File: config.mk
export PLATFORM = sky130hd
export DESIGN_NAME = ser_rx_top
export DESIGN_NICKNAME = d
export VERILOG_FILES = /design/src/rtl/ser_rx_pkg.sv /design/src/rtl/ser_rx_next.sv /design/src/rtl/ser_rx_shift.sv /design/src/rtl/ser_rx_top.sv
export SDC_FILE = /design/constraint.sdc
export NUM_CORES = 1
export LEC_CHECK = 0
export CORE_UTILIZATION = 47
export DETAILED_ROUTE_END_ITERATION = 10
export HOLD_SLACK_MARGIN = 0.05
export PLACE_DENSITY_LB_ADDON = 0.25
export SYNTH_ARGS = -nofsm -noshare
export SYNTH_HDL_FRONTEND = slang
export SYNTH_SLANG_ARGS = --single-unit
File: constraint.sdc
create_clock -name clk -period 1.6 [get_ports clk]
set_input_delay 0.4 -clock clk [delete_from_list [all_inputs] [get_ports clk]]
set_output_delay 0.4 -clock clk [all_outputs]
set_load 0.01 [all_outputs]
File: src/rtl/ser_rx_pkg.sv
package ser_rx_pkg;
    localparam int WORD_W = 16;
    localparam int CNT_W  = $clog2(WORD_W);

    typedef enum logic [2:0] {
        ST_IDLE    = 3'd0,
        ST_WAIT    = 3'd1,
        ST_CLK     = 3'd2,
        ST_LASTWK  = 3'd3,
        ST_HSK     = 3'd5,
        ST_LASTDLY = 3'd6,
        ST_WAKE    = 3'd7
    } rx_state_t;

    typedef struct packed {
        logic rd;
        logic en;
        logic pad;
        logic stb;
        logic full;
    } rx_ctl_t;

    function automatic logic is_last_state(rx_state_t s);
        return (s == ST_LASTWK) || (s == ST_LASTDLY);
    endfunction

    function automatic logic is_wake_state(rx_state_t s);
        return (s == ST_WAKE) || (s == ST_LASTWK);
    endfunction
endpackage

File: src/rtl/ser_rx_next.sv
module ser_rx_next
    import ser_rx_pkg::*;
(
    input  rx_state_t cur,
    input  rx_ctl_t   ctl,
    output rx_state_t nxt
);
    always_comb begin
        nxt = cur;
        unique case (cur)
            ST_IDLE: begin
                if (ctl.en) nxt = ST_WAIT;
                if (ctl.rd) nxt = ST_IDLE;
            end
            ST_WAIT: begin
                if (ctl.stb && !ctl.en) nxt = ST_CLK;
                if (ctl.rd) nxt = ST_IDLE;
            end
            ST_CLK: begin
                nxt = ST_HSK;
                if (ctl.rd) nxt = ST_IDLE;
            end
            ST_HSK: begin
                if (!ctl.stb) begin
                    if (ctl.full) nxt = ctl.pad ? ST_LASTWK : ST_WAKE;
                    else          nxt = ctl.pad ? ST_CLK : ST_WAIT;
                end
                if (ctl.rd) nxt = ST_IDLE;
            end
            ST_LASTWK:  nxt = ctl.rd ? ST_LASTDLY : ST_LASTWK;
            ST_LASTDLY: nxt = ctl.rd ? ST_LASTDLY : ST_WAKE;
            ST_WAKE:    nxt = ctl.rd ? ST_IDLE : ST_WAKE;
            default:    nxt = ST_IDLE;
        endcase
    end
endmodule

File: src/rtl/ser_rx_shift.sv
module ser_rx_shift
    import ser_rx_pkg::*;
#(
    parameter int W  = WORD_W,
    localparam int CW = $clog2(W)
)(
    input  logic         clk,
    input  logic         rst,
    input  logic         shift_en,
    input  logic         clear,
    input  logic         din,
    output logic [W-1:0] word,
    output logic         full
);
    localparam logic [CW-1:0] LAST_IDX = CW'(W - 1);

    logic [CW-1:0] cnt;

    always_ff @(posedge clk) begin
        if (rst) begin
            word <= '0;
            cnt  <= '0;
            full <= 1'b0;
        end else if (clear) begin
            cnt  <= '0;
            full <= 1'b0;
        end else if (shift_en) begin
            word <= {word[W-2:0], din};
            cnt  <= cnt + 1'b1;
            full <= (cnt == LAST_IDX);
        end
    end

    AST_WORD_STABLE: assert property (@(posedge clk) disable iff (rst)
        !shift_en |=> $stable(word));
    AST_CNT_CLEARED: assert property (@(posedge clk) disable iff (rst)
        clear |=> (cnt == '0) && !full);
endmodule

File: src/rtl/ser_rx_top.sv
module ser_rx_top
    import ser_rx_pkg::*;
(
    input  logic              clk,
    input  logic              rst,
    input  logic              rd_stb,
    input  logic              in_en,
    input  logic              pad,
    input  logic              bit_stb,
    input  logic              data_bit,
    output logic [WORD_W-1:0] word_out,
    output logic              last_word,
    output logic              wakeup
);
    rx_state_t st, st_nxt;
    rx_ctl_t   ctl;
    logic      full;

    assign ctl = '{rd: rd_stb, en: in_en, pad: pad, stb: bit_stb, full: full};

    ser_rx_next u_next (
        .cur (st),
        .ctl (ctl),
        .nxt (st_nxt)
    );

    ser_rx_shift #(.W(WORD_W)) u_shift (
        .clk      (clk),
        .rst      (rst),
        .shift_en (st == ST_CLK),
        .clear    (st == ST_IDLE),
        .din      (data_bit),
        .word     (word_out),
        .full     (full)
    );

    always_ff @(posedge clk) begin
        if (rst) begin
            st        <= ST_IDLE;
            last_word <= 1'b0;
        end else begin
            st        <= st_nxt;
            last_word <= is_last_state(st_nxt);
        end
    end

    assign wakeup = is_wake_state(st);

    AST_CLK_TO_HSK: assert property (@(posedge clk) disable iff (rst)
        (st == ST_CLK && !rd_stb) |=> (st == ST_HSK));
    AST_WAKE_ENTRY: assert property (@(posedge clk) disable iff (rst)
        $rose(wakeup) |-> ($past(st) == ST_HSK || $past(st) == ST_LASTDLY));
    AST_LAST_FLAG: assert property (@(posedge clk) disable iff (rst)
        last_word |-> (st == ST_LASTWK || st == ST_LASTDLY));
    AST_READ_ABORT: assert property (@(posedge clk) disable iff (rst)
        (rd_stb && (st == ST_WAIT || st == ST_CLK || st == ST_HSK)) |=> (st == ST_IDLE));
    AST_NO_IDLE_SHIFT: assert property (@(posedge clk) disable iff (rst)
        (st == ST_IDLE) |=> $stable(word_out));
endmodule

==> flow_summary.json, run 1 <==
{
  "rows": 16,
  "start_util_pct": 50.63,
  "p_switching_mw": 0.2192,
  "postCtsHoldBufs": 0,
  "firstDrtPassIters": 4,
  "synth_top_family_by_area": "simple AND/OR/NAND/NOR gates",
  "place_hpwl_mm": 1.452,
  "grt_max_degree": 19,
  "hold_violations": 0,
  "drt_iter0_drc": 6,
  "max_freq_ghz": 0.6670,
  "synth_mux_area_share_pct": 0,
  "cts_buffer_depth": 2,
  "cts_root_buf": "clkbuf_4",
  "p_sw_share_pct": 22.58,
  "num_vias": 915,
  "required_ns": 1.83,
  "synth_compound_area_share_pct": 14.20,
  "combPwrFrac_pct": 6.3,
  "yosysWarnings": 0,
  "n_antenna_cell": 0,
  "p_leak_nw": 0.5514,
  "slowest_stage": "clkdlybuf4s50_1",
  "slew_viol_final": 0,
  "die_h_microns": 48.44,
  "cp_data_arrival_time_ns": 1.73,
  "power_frac_clock_pct": 29.2,
  "cts_made_buffers": 3,
  "antenna_found_initial": 0,
  "fillers": 181,
  "cts.sinks": 25,
  "rsz0062_at_grt": "false",
  "synth_nets": 133,
  "status": "finished, final reports clean",
  "cp_top_family": "buffers and inverters",
  "post-route-drc-count": 0,
  "p_int_mw": 0.7516,
  "crit_type": "in2reg",
  "grt_use_total_pct": 18.46,
  "maxSlewHeadroom_pct": 64.56,
  "yosys.area.top_type": "dfxtp_1",
  "synthTopCellsByArea": "dfxtp_1 49%, nand2_1 13%, a21oi_1 10%, nor2_1 2.6%, buf_2 2.0%",
  "fp.dieW_microns": 48.44,
  "setup_viol": 0,
  "cp-start-kind": "primary input",
  "cp_max_fo": 3,
  "finClkSkew_ns": 0.006333,
  "nets": 163,
  "wl_mm": 2.006,
  "netlist_area_sq_um": 1013,
  "port_buffers": 24,
  "fin_crit_sh_pct": 93.70,
  "hold_slack_ns": 0.4695,
  "path_buf_inv": 1,
  "cts_max_level": 1,
  "final.setup.tns_ns": 0,
  "grt_first_pass_wirelength_mm": 3.429,
  "synth_adder_area_share_pct": 2.346,
  "cellPowerDensity_nw_per_um2": 727.2,
  "core_area_sq_um": 2002,
  "tightest_slew_ns": 0.5303,
  "ys_types": 27,
  "avgViaCountPerCell": 5.055,
  "min_path_type": "reg2reg",
  "first_global_vias": 838,
  "synth-seq-area-share_pct": 49.38,
  "ys_ff_latch": 25,
  "gr-total-overflow": 0,
  "ir_drop_mv": 0.5776,
  "seq_power_share_pct": 64.4,
  "synth_xor_area_share_pct": 3.457,
  "cts_tree": "built",
  "cap_violations": 0,
  "synth_edf_count": 0,
  "syn_avg_cell_area_sq_um": 8.108,
  "layout_commonest_cell": "nand2_1",
  "drive_above_1_share_pct": 14.94,
  "end_kind": "register",
  "synth_ff_type": "dfxtp_1",
  "routedWlPerCell_microns": 11.08,
  "critPathMaxStageDelay_ns": 0.44,
  "ant_nets": 0,
  "synthSimpleGateAreaFrac_pct": 26.05,
  "post-route-min-period_ns": 1.499,
  "syn-instance-count": 125,
  "gp_congestion": 0.8635,
  "syn2layout_area_growth_pct": 31.73,
  "die_area_sq_um": 2346,
  "synth_top_area_share_pct": 49.38,
  "insertion_delay_ns": 0.32,
  "path_clk_slew_ns": 0.14,
  "num_io_pins": 25,
  "final_cell_mix": "36 x nand2_1, 21 x a21oi_1, 20 x dfxtp_1, 17 x dlygate4sd2_1, 8 x buf_4",
  "async_flop_share_pct": 0,
  "worstPathCellList": "clkdlybuf4s50_1 -> nor3b_1 -> o41a_1 -> xnor2_1 -> and2_1"
}
==> final cells by class <==
| cell class | count | area (sq um) | share of cell area [%] |
|---|---|---|---|
| repair buffers | 32 | 281.5 | 21.09 |
| clock buffers | 3 | 22.52 | 1.687 |
| inverters | 3 | 11.26 | 0.8435 |
| well taps | 27 | 33.78 | 2.530 |
| flip-flops and latches | 25 | 506.7 | 37.96 |
| clock inverters | 1 | 7.507 | 0.5623 |
| multi-input cells | 90 | 471.7 | 35.33 |
==> power groups by stage <==
stage               registers, mW  clock network, mW  logic, mW
floorplan                   0.639                  0     0.0298
global placement            0.640                  0     0.0578
detailed placement          0.640                  0     0.0587
CTS                         0.625              0.295     0.0615
global route                0.626              0.329     0.0668
finish                      0.625              0.284     0.0614
==> worst min-delay path: stages (launching register included) <==
cell	delay (ns)
dfxtp_1	0.34
nand2_1	0.06
a21oi_1	0.05
==> cell usage after synthesis, types with 2 or more instances <==
cell	count
nand3_1	2
nor3_1	3
xnor2_1	2
dfxtp_1	25
clkbuf_1	2
and2_1	2
nand4_1	2
buf_2	4
nor2_1	7
xor2_1	2
inv_2	2
nor2b_1	2
nand2_1	36
a21oi_1	21
==> stage by stage <==
stage	setup slack (ns)	total power, mW	area [sq um]	instances	util [%]
2_1_floorplan	0.2669	0.6685	1013	125	-
4_1_cts	0.02293	0.9815	1331	181	66.50
6_report	0.1008	0.9708	1335	181	66.69
3_5_place_dp	-0.2541	0.6987	1310	176	65.44
5_1_grt	0.05050	1.022	1335	181	66.69
3_3_place_gp	-0.2195	0.6976	1310	176	65.44
==> flip-flops by register name, indices dropped and copies added, names as in the netlist <==
name and cells:
u_shift.cnt 4, st 3, u_shift.word 16, u_shift.full 1, last_word 1
==> metal layers <==
metal	global-route usage [%]	vias up	part of all wire (%)	routed length, microns
met2	31.69	26	48	969
met5	0	-	0	0
met4	5.882	0	1.2	24
li1	-	473	-	-
met1	22.77	412	45	897
met3	4.403	4	5.7	115
==> what timing repair did <==
| action | CTS | global route |
|---|---|---|
| setup endpoints to repair | 17 | 2 |
| buffers inserted | 1 | 0 |
| gates resized for setup | 21 | 2 |
==> final timing paths <==
kind,startpoint,to,slack (ns),cells after the start
worst max-delay path,bit_stb,last_word,0.10,5
worst min-delay path,u_shift.word[3],u_shift.word[4],0.47,2
worst max register to register,st[0],last_word,0.15,6
worst min register to register,u_shift.word[3],u_shift.word[4],0.47,2
==> cells by family after synthesis <==
kind of cell | Yosys count
AO/OA/AOI/OAI | 25
XOR/XNOR | 4
AND/OR/NAND/NOR | 59
adder cells (fa/ha/maj) | 2
buffers and inverters | 10
flip-flops | 25
Power figures use the tool's default switching activity.
==> run 2: changes to the inputs <==
--- a/config.mk
+++ b/config.mk
@@ -7,6 +7,7 @@
 export LEC_CHECK = 0
 export CORE_UTILIZATION = 47
 export DETAILED_ROUTE_END_ITERATION = 10
+export GPL_TIMING_DRIVEN = 0
 export HOLD_SLACK_MARGIN = 0.05
 export PLACE_DENSITY_LB_ADDON = 0.25
 export SYNTH_ARGS = -nofsm -noshare
==> flow_summary.json, run 2 (synthesis results as in run 1) <==
{
  "status": "finished, final reports clean",
  "core_area_sq_um": 2002,
  "grt_first_pass_wirelength_mm": 3.367,
  "tightest_slew_ns": 0.4254,
  "ir_drop_mv": 0.6554,
  "antenna_found_initial": 0,
  "final_area_sq_um": 1314,
  "largest_register": "u_shift.word",
  "drive_above_1_share_pct": 13.07,
  "cellPowerDensity_nw_per_um2": 727.2,
  "slew_viol_final": 0,
  "dp_slack_ns": -0.3106,
  "nets": 162,
  "p_leak_nw": 0.5400,
  "cts_root_buf": "clkbuf_4",
  "final_cell_mix": "36 x nand2_1, 23 x dfxtp_1, 21 x a21oi_1, 16 x dlygate4sd2_1, 7 x nor2_1",
  "fin_crit_sh_pct": 96.94,
  "wl_mm": 1.956,
  "num_vias": 907,
  "gr-total-overflow": 0,
  "ant_nets": 0,
  "cp_max_fo": 4,
  "cts_buffer_depth": 2,
  "hold_slack_ns": 0.4675,
  "port_buffers": 24,
  "layout_commonest_cell": "nand2_1",
  "setup_viol": 0,
  "die_area_sq_um": 2346,
  "routedWlPerCell_microns": 10.87,
  "die_h_microns": 48.44,
  "cp_data_arrival_time_ns": 1.77,
  "reg_top3": "u_shift.word: 16 flops, u_shift.cnt: 4 flops, st: 3 flops",
  "num_io_pins": 25,
  "first_global_vias": 791,
  "cts.sinks": 25,
  "place_hpwl_mm": 1.439,
  "startpoint": "bit_stb",
  "gp_congestion": 0.7977,
  "r2r_slack_ns": 0.12,
  "finClkSkew_ns": 0.004295,
  "n_antenna_cell": 0,
  "cap_violations": 0,
  "post-route-min-period_ns": 1.551,
  "endpoint": "last_word",
  "cts_made_buffers": 3,
  "insertion_delay_ns": 0.31,
  "reg2reg_depth": 5,
  "syn2layout_area_growth_pct": 29.63,
  "fp.dieW_microns": 48.44,
  "end_kind": "register",
  "maxSlewHeadroom_pct": 71.64,
  "avgViaCountPerCell": 5.039,
  "path_clk_slew_ns": 0.13,
  "timing.final.ws_setup_ns": 0.04902,
  "min_path_type": "reg2reg",
  "timing.rr.start": "st[2]",
  "cp-start-kind": "primary input",
  "start_util_pct": 50.63,
  "crit_type": "in2reg",
  "grt_max_degree": 15,
  "dpl-instance-area_sq_um": 1287,
  "max_freq_ghz": 0.6448,
  "rsz0062_at_grt": "false",
  "largest_reg_flops": 16,
  "grt_use_total_pct": 18.25,
  "firstDrtPassIters": 4,
  "rows": 16,
  "reg2reg_to": "last_word",
  "dp.cells": 176,
  "fin_cells": 180,
  "drt_iter0_drc": 10,
  "cts_tree": "built",
  "required_ns": 1.82,
  "hold_violations": 0,
  "post-route-drc-count": 0,
  "cts_max_level": 1
}
==> run 2: where the power goes <==
| part | switching, mW | leakage (nW) | internal (mW) |
|---|---|---|---|
| combinational | 0.0299 | 0.320 | 0.0276 |
| clock | 0.180 | 0.0177 | 0.0935 |
| sequential | 0.000705 | 0.202 | 0.624 |
| total | 0.210 | 0.540 | 0.745 |
==> run 2: layer usage <==
| layer | vias up | GRT usage [%] | share of wire [%] |
|---|---|---|---|
| li1 | 473 | - | - |
| met1 | 412 | 21.54 | 46 |
| met2 | 17 | 32.16 | 48 |
| met3 | 5 | 3.774 | 3.9 |
| met4 | 0 | 7.353 | 1.7 |
| met5 | - | 0 | 0 |
==> run 2: worst max-delay path, stage by stage <==
cell	delay [ns]
clkdlybuf4s50_1	0.45
nor3b_2	0.18
o41a_1	0.45
xnor2_1	0.14
and2_1	0.15
==> run 2: timing repair <==
action                     CTS  global route
setup endpoints to repair   17            14
gates resized for setup     22             7
hold buffers                 0             0
setup buffers                0             0
==> run 2: per-stage QoR <==
stage	power (mW)	setup TNS, ns	utilization (%)
after floorplan	0.6685	0	-
after global placement	0.6925	-3.104	64.31
after detailed placement	0.6939	-3.397	64.31
after CTS	0.9624	0	65.06
after global routing	0.9990	0	65.63
final	0.9554	0	65.63
==> run 2: cell type report <==
cell class / count / area (sq um)
flip-flops and latches: 25 / 503.0
fillers: 183 / 688.2
clock inverters: 1 / 5.005
inverters: 3 / 11.26
repair buffers: 24 / 217.7
clock buffers: 3 / 22.52
plain buffers: 7 / 43.79
multi-input cells: 90 / 476.7
well taps: 27 / 33.78
==> run 2: worst min-delay path by stage <==
stage                           startpoint                to  slack, ns  depth (start not counted)
after detailed placement   u_shift.word[8]   u_shift.word[9]       0.46                          2
after global routing       u_shift.word[3]   u_shift.word[4]       0.49                          2
after global placement    u_shift.word[15]  u_shift.word[15]       0.45                          2
after CTS                 u_shift.word[11]  u_shift.word[12]       0.47                          2
after floorplan               u_shift.full      u_shift.full       0.46                          2
final                     u_shift.word[11]  u_shift.word[12]       0.47                          2
==> run 3: changes to the inputs <==
==> constraint.sdc (replaced) <==
create_clock -name clk -period 1.6 [get_ports clk]
set_input_delay 0.4 -clock clk [delete_from_list [all_inputs] [get_ports clk]]
set_output_delay 0.4 -clock clk [all_outputs]
set_load 0.02 [all_outputs]
==> flow_summary.json, run 3 (synthesis results as in run 1) <==
{
  "status": "finished, final reports clean",
  "ir_drop_mv": 0.6558,
  "finClkSkew_ns": 0.004457,
  "nets": 162,
  "largest_reg_flops": 16,
  "cts_tree": "built",
  "required_ns": 1.82,
  "largest_register": "u_shift.word",
  "fp.dieW_microns": 48.44,
  "power_frac_clock_pct": 28.6,
  "cap_violations": 0,
  "path_clk_slew_ns": 0.13,
  "wl_mm": 1.954,
  "drive_above_1_share_pct": 11.76,
  "crit_type": "in2reg",
  "syn2layout_area_growth_pct": 29.01,
  "p_leak_nw": 0.5260,
  "dpl-instance-area_sq_um": 1287,
  "setup_viol": 0,
  "routedWlPerCell_microns": 10.86,
  "cp_max_fo": 4,
  "die_h_microns": 48.44,
  "cts_setup_buffers": 0,
  "cp-start-kind": "primary input",
  "gp_congestion": 0.7977,
  "reg_top3": "u_shift.word: 16 flops, u_shift.cnt: 4 flops, st: 3 flops",
  "fillers": 188,
  "cts_made_buffers": 3,
  "combPwrFrac_pct": 6.0,
  "avgViaCountPerCell": 5.033,
  "n_antenna_cell": 0,
  "layout_commonest_cell": "nand2_1",
  "cts_max_level": 1,
  "cts.sinks": 25,
  "first_global_vias": 791,
  "grt_use_total_pct": 18.25,
  "antenna_found_initial": 0,
  "insertion_delay_ns": 0.31,
  "seq_power_share_pct": 65.4,
  "p_switching_mw": 0.2106,
  "gr-total-overflow": 0,
  "final_area_sq_um": 1308,
  "tightest_slew_ns": 0.4254,
  "post-route-min-period_ns": 1.551,
  "place_hpwl_mm": 1.439,
  "maxSlewHeadroom_pct": 71.64,
  "core_area_sq_um": 2002,
  "multi_input_area_sq_um": 476.7,
  "rows": 16,
  "final_util_pct": 65.31,
  "drt_iter0_drc": 10,
  "fin_crit_sh_pct": 96.94,
  "slew_viol_final": 0,
  "p_total_mw": 0.9558,
  "die_area_sq_um": 2346,
  "num_vias": 906,
  "firstDrtPassIters": 4,
  "cts_root_buf": "clkbuf_4",
  "rsz0062_at_grt": "false",
  "start_util_pct": 50.63,
  "min_path_type": "reg2reg",
  "hold_violations": 0,
  "end_kind": "register",
  "cellPowerDensity_nw_per_um2": 731.0,
  "ant_nets": 0,
  "grt_max_degree": 15,
  "max_freq_ghz": 0.6447,
  "cp_data_arrival_time_ns": 1.77,
  "final_cell_mix": "36 x nand2_1, 25 x dfxtp_1, 21 x a21oi_1, 17 x dlygate4sd2_1, 7 x nor2_1",
  "num_io_pins": 25,
  "port_buffers": 24,
  "p_int_mw": 0.7452,
  "cts_buffer_depth": 2,
  "regArea_sq_um": 500.5,
  "post-route-drc-count": 0,
  "grt_first_pass_wirelength_mm": 3.367,
  "p_sw_share_pct": 22.03
}
run 3: path summary, 6_finish.rpt:
path | startpoint | endpoint | slack, ns | depth (start not counted)
hold reg to reg | u_shift.word[11] | u_shift.word[12] | 0.47 | 2
setup / recovery | bit_stb | last_word | 0.05 | 5
hold / removal | u_shift.word[11] | u_shift.word[12] | 0.47 | 2
setup reg to reg | st[2] | last_word | 0.12 | 5
run 3: layer usage:
layer,up-vias,part of all wire (%),GRT usage (%)
met5,-,0,0
met4,0,1.7,7.353
met3,5,3.4,3.774
met2,15,48,32.16
met1,413,47,21.54
li1,473,-,-
run 3: final cells by class:
cell class                      count  share of cell area (%)
Clock inverter                      1                  0.3828
Tap cell                           27                   2.584
Timing Repair Buffer               24                   16.36
Clock buffer                        3                   1.722
Multi-Input combinational cell     90                   36.46
Buffer                              7                   3.349
Inverter                            3                  0.8612
Sequential cell                    25                   38.28
run 3: metrics by stage:
stage / cells / hold slack [ns] / setup WS (ns) / setup TNS, ns
6_report: 180 / 0.4748 / 0.04894 / 0
2_1_floorplan: 125 / 0.4588 / 0.2669 / 0
3_3_place_gp: 176 / 0.4466 / -0.2891 / -3.104
5_1_grt: 180 / 0.4901 / 0.004008 / 0
3_5_place_dp: 176 / 0.4591 / -0.3106 / -3.397
4_1_cts: 180 / 0.4752 / 0.01328 / 0
run 3: critical path, stage by stage:
cell and delay, ns:
clkdlybuf4s50_1 0.45, nor3b_2 0.18, o41a_1 0.45, xnor2_1 0.14, and2_1 0.15
run 3: timing repair:
action	in CTS	in global routing
hold buffers	0	0
gates resized for setup	22	6
endpoints found under the setup margin	18	13
run 3: power groups by stage:
| stage | clock network, mW | logic [mW] | registers [mW] |
|---|---|---|---|
| finish | 0.273 | 0.0577 | 0.625 |
| global route | 0.310 | 0.0639 | 0.625 |
| CTS | 0.281 | 0.0564 | 0.625 |
| detailed placement | 0 | 0.0555 | 0.639 |
| global placement | 0 | 0.0542 | 0.639 |
| floorplan | 0 | 0.0299 | 0.639 |
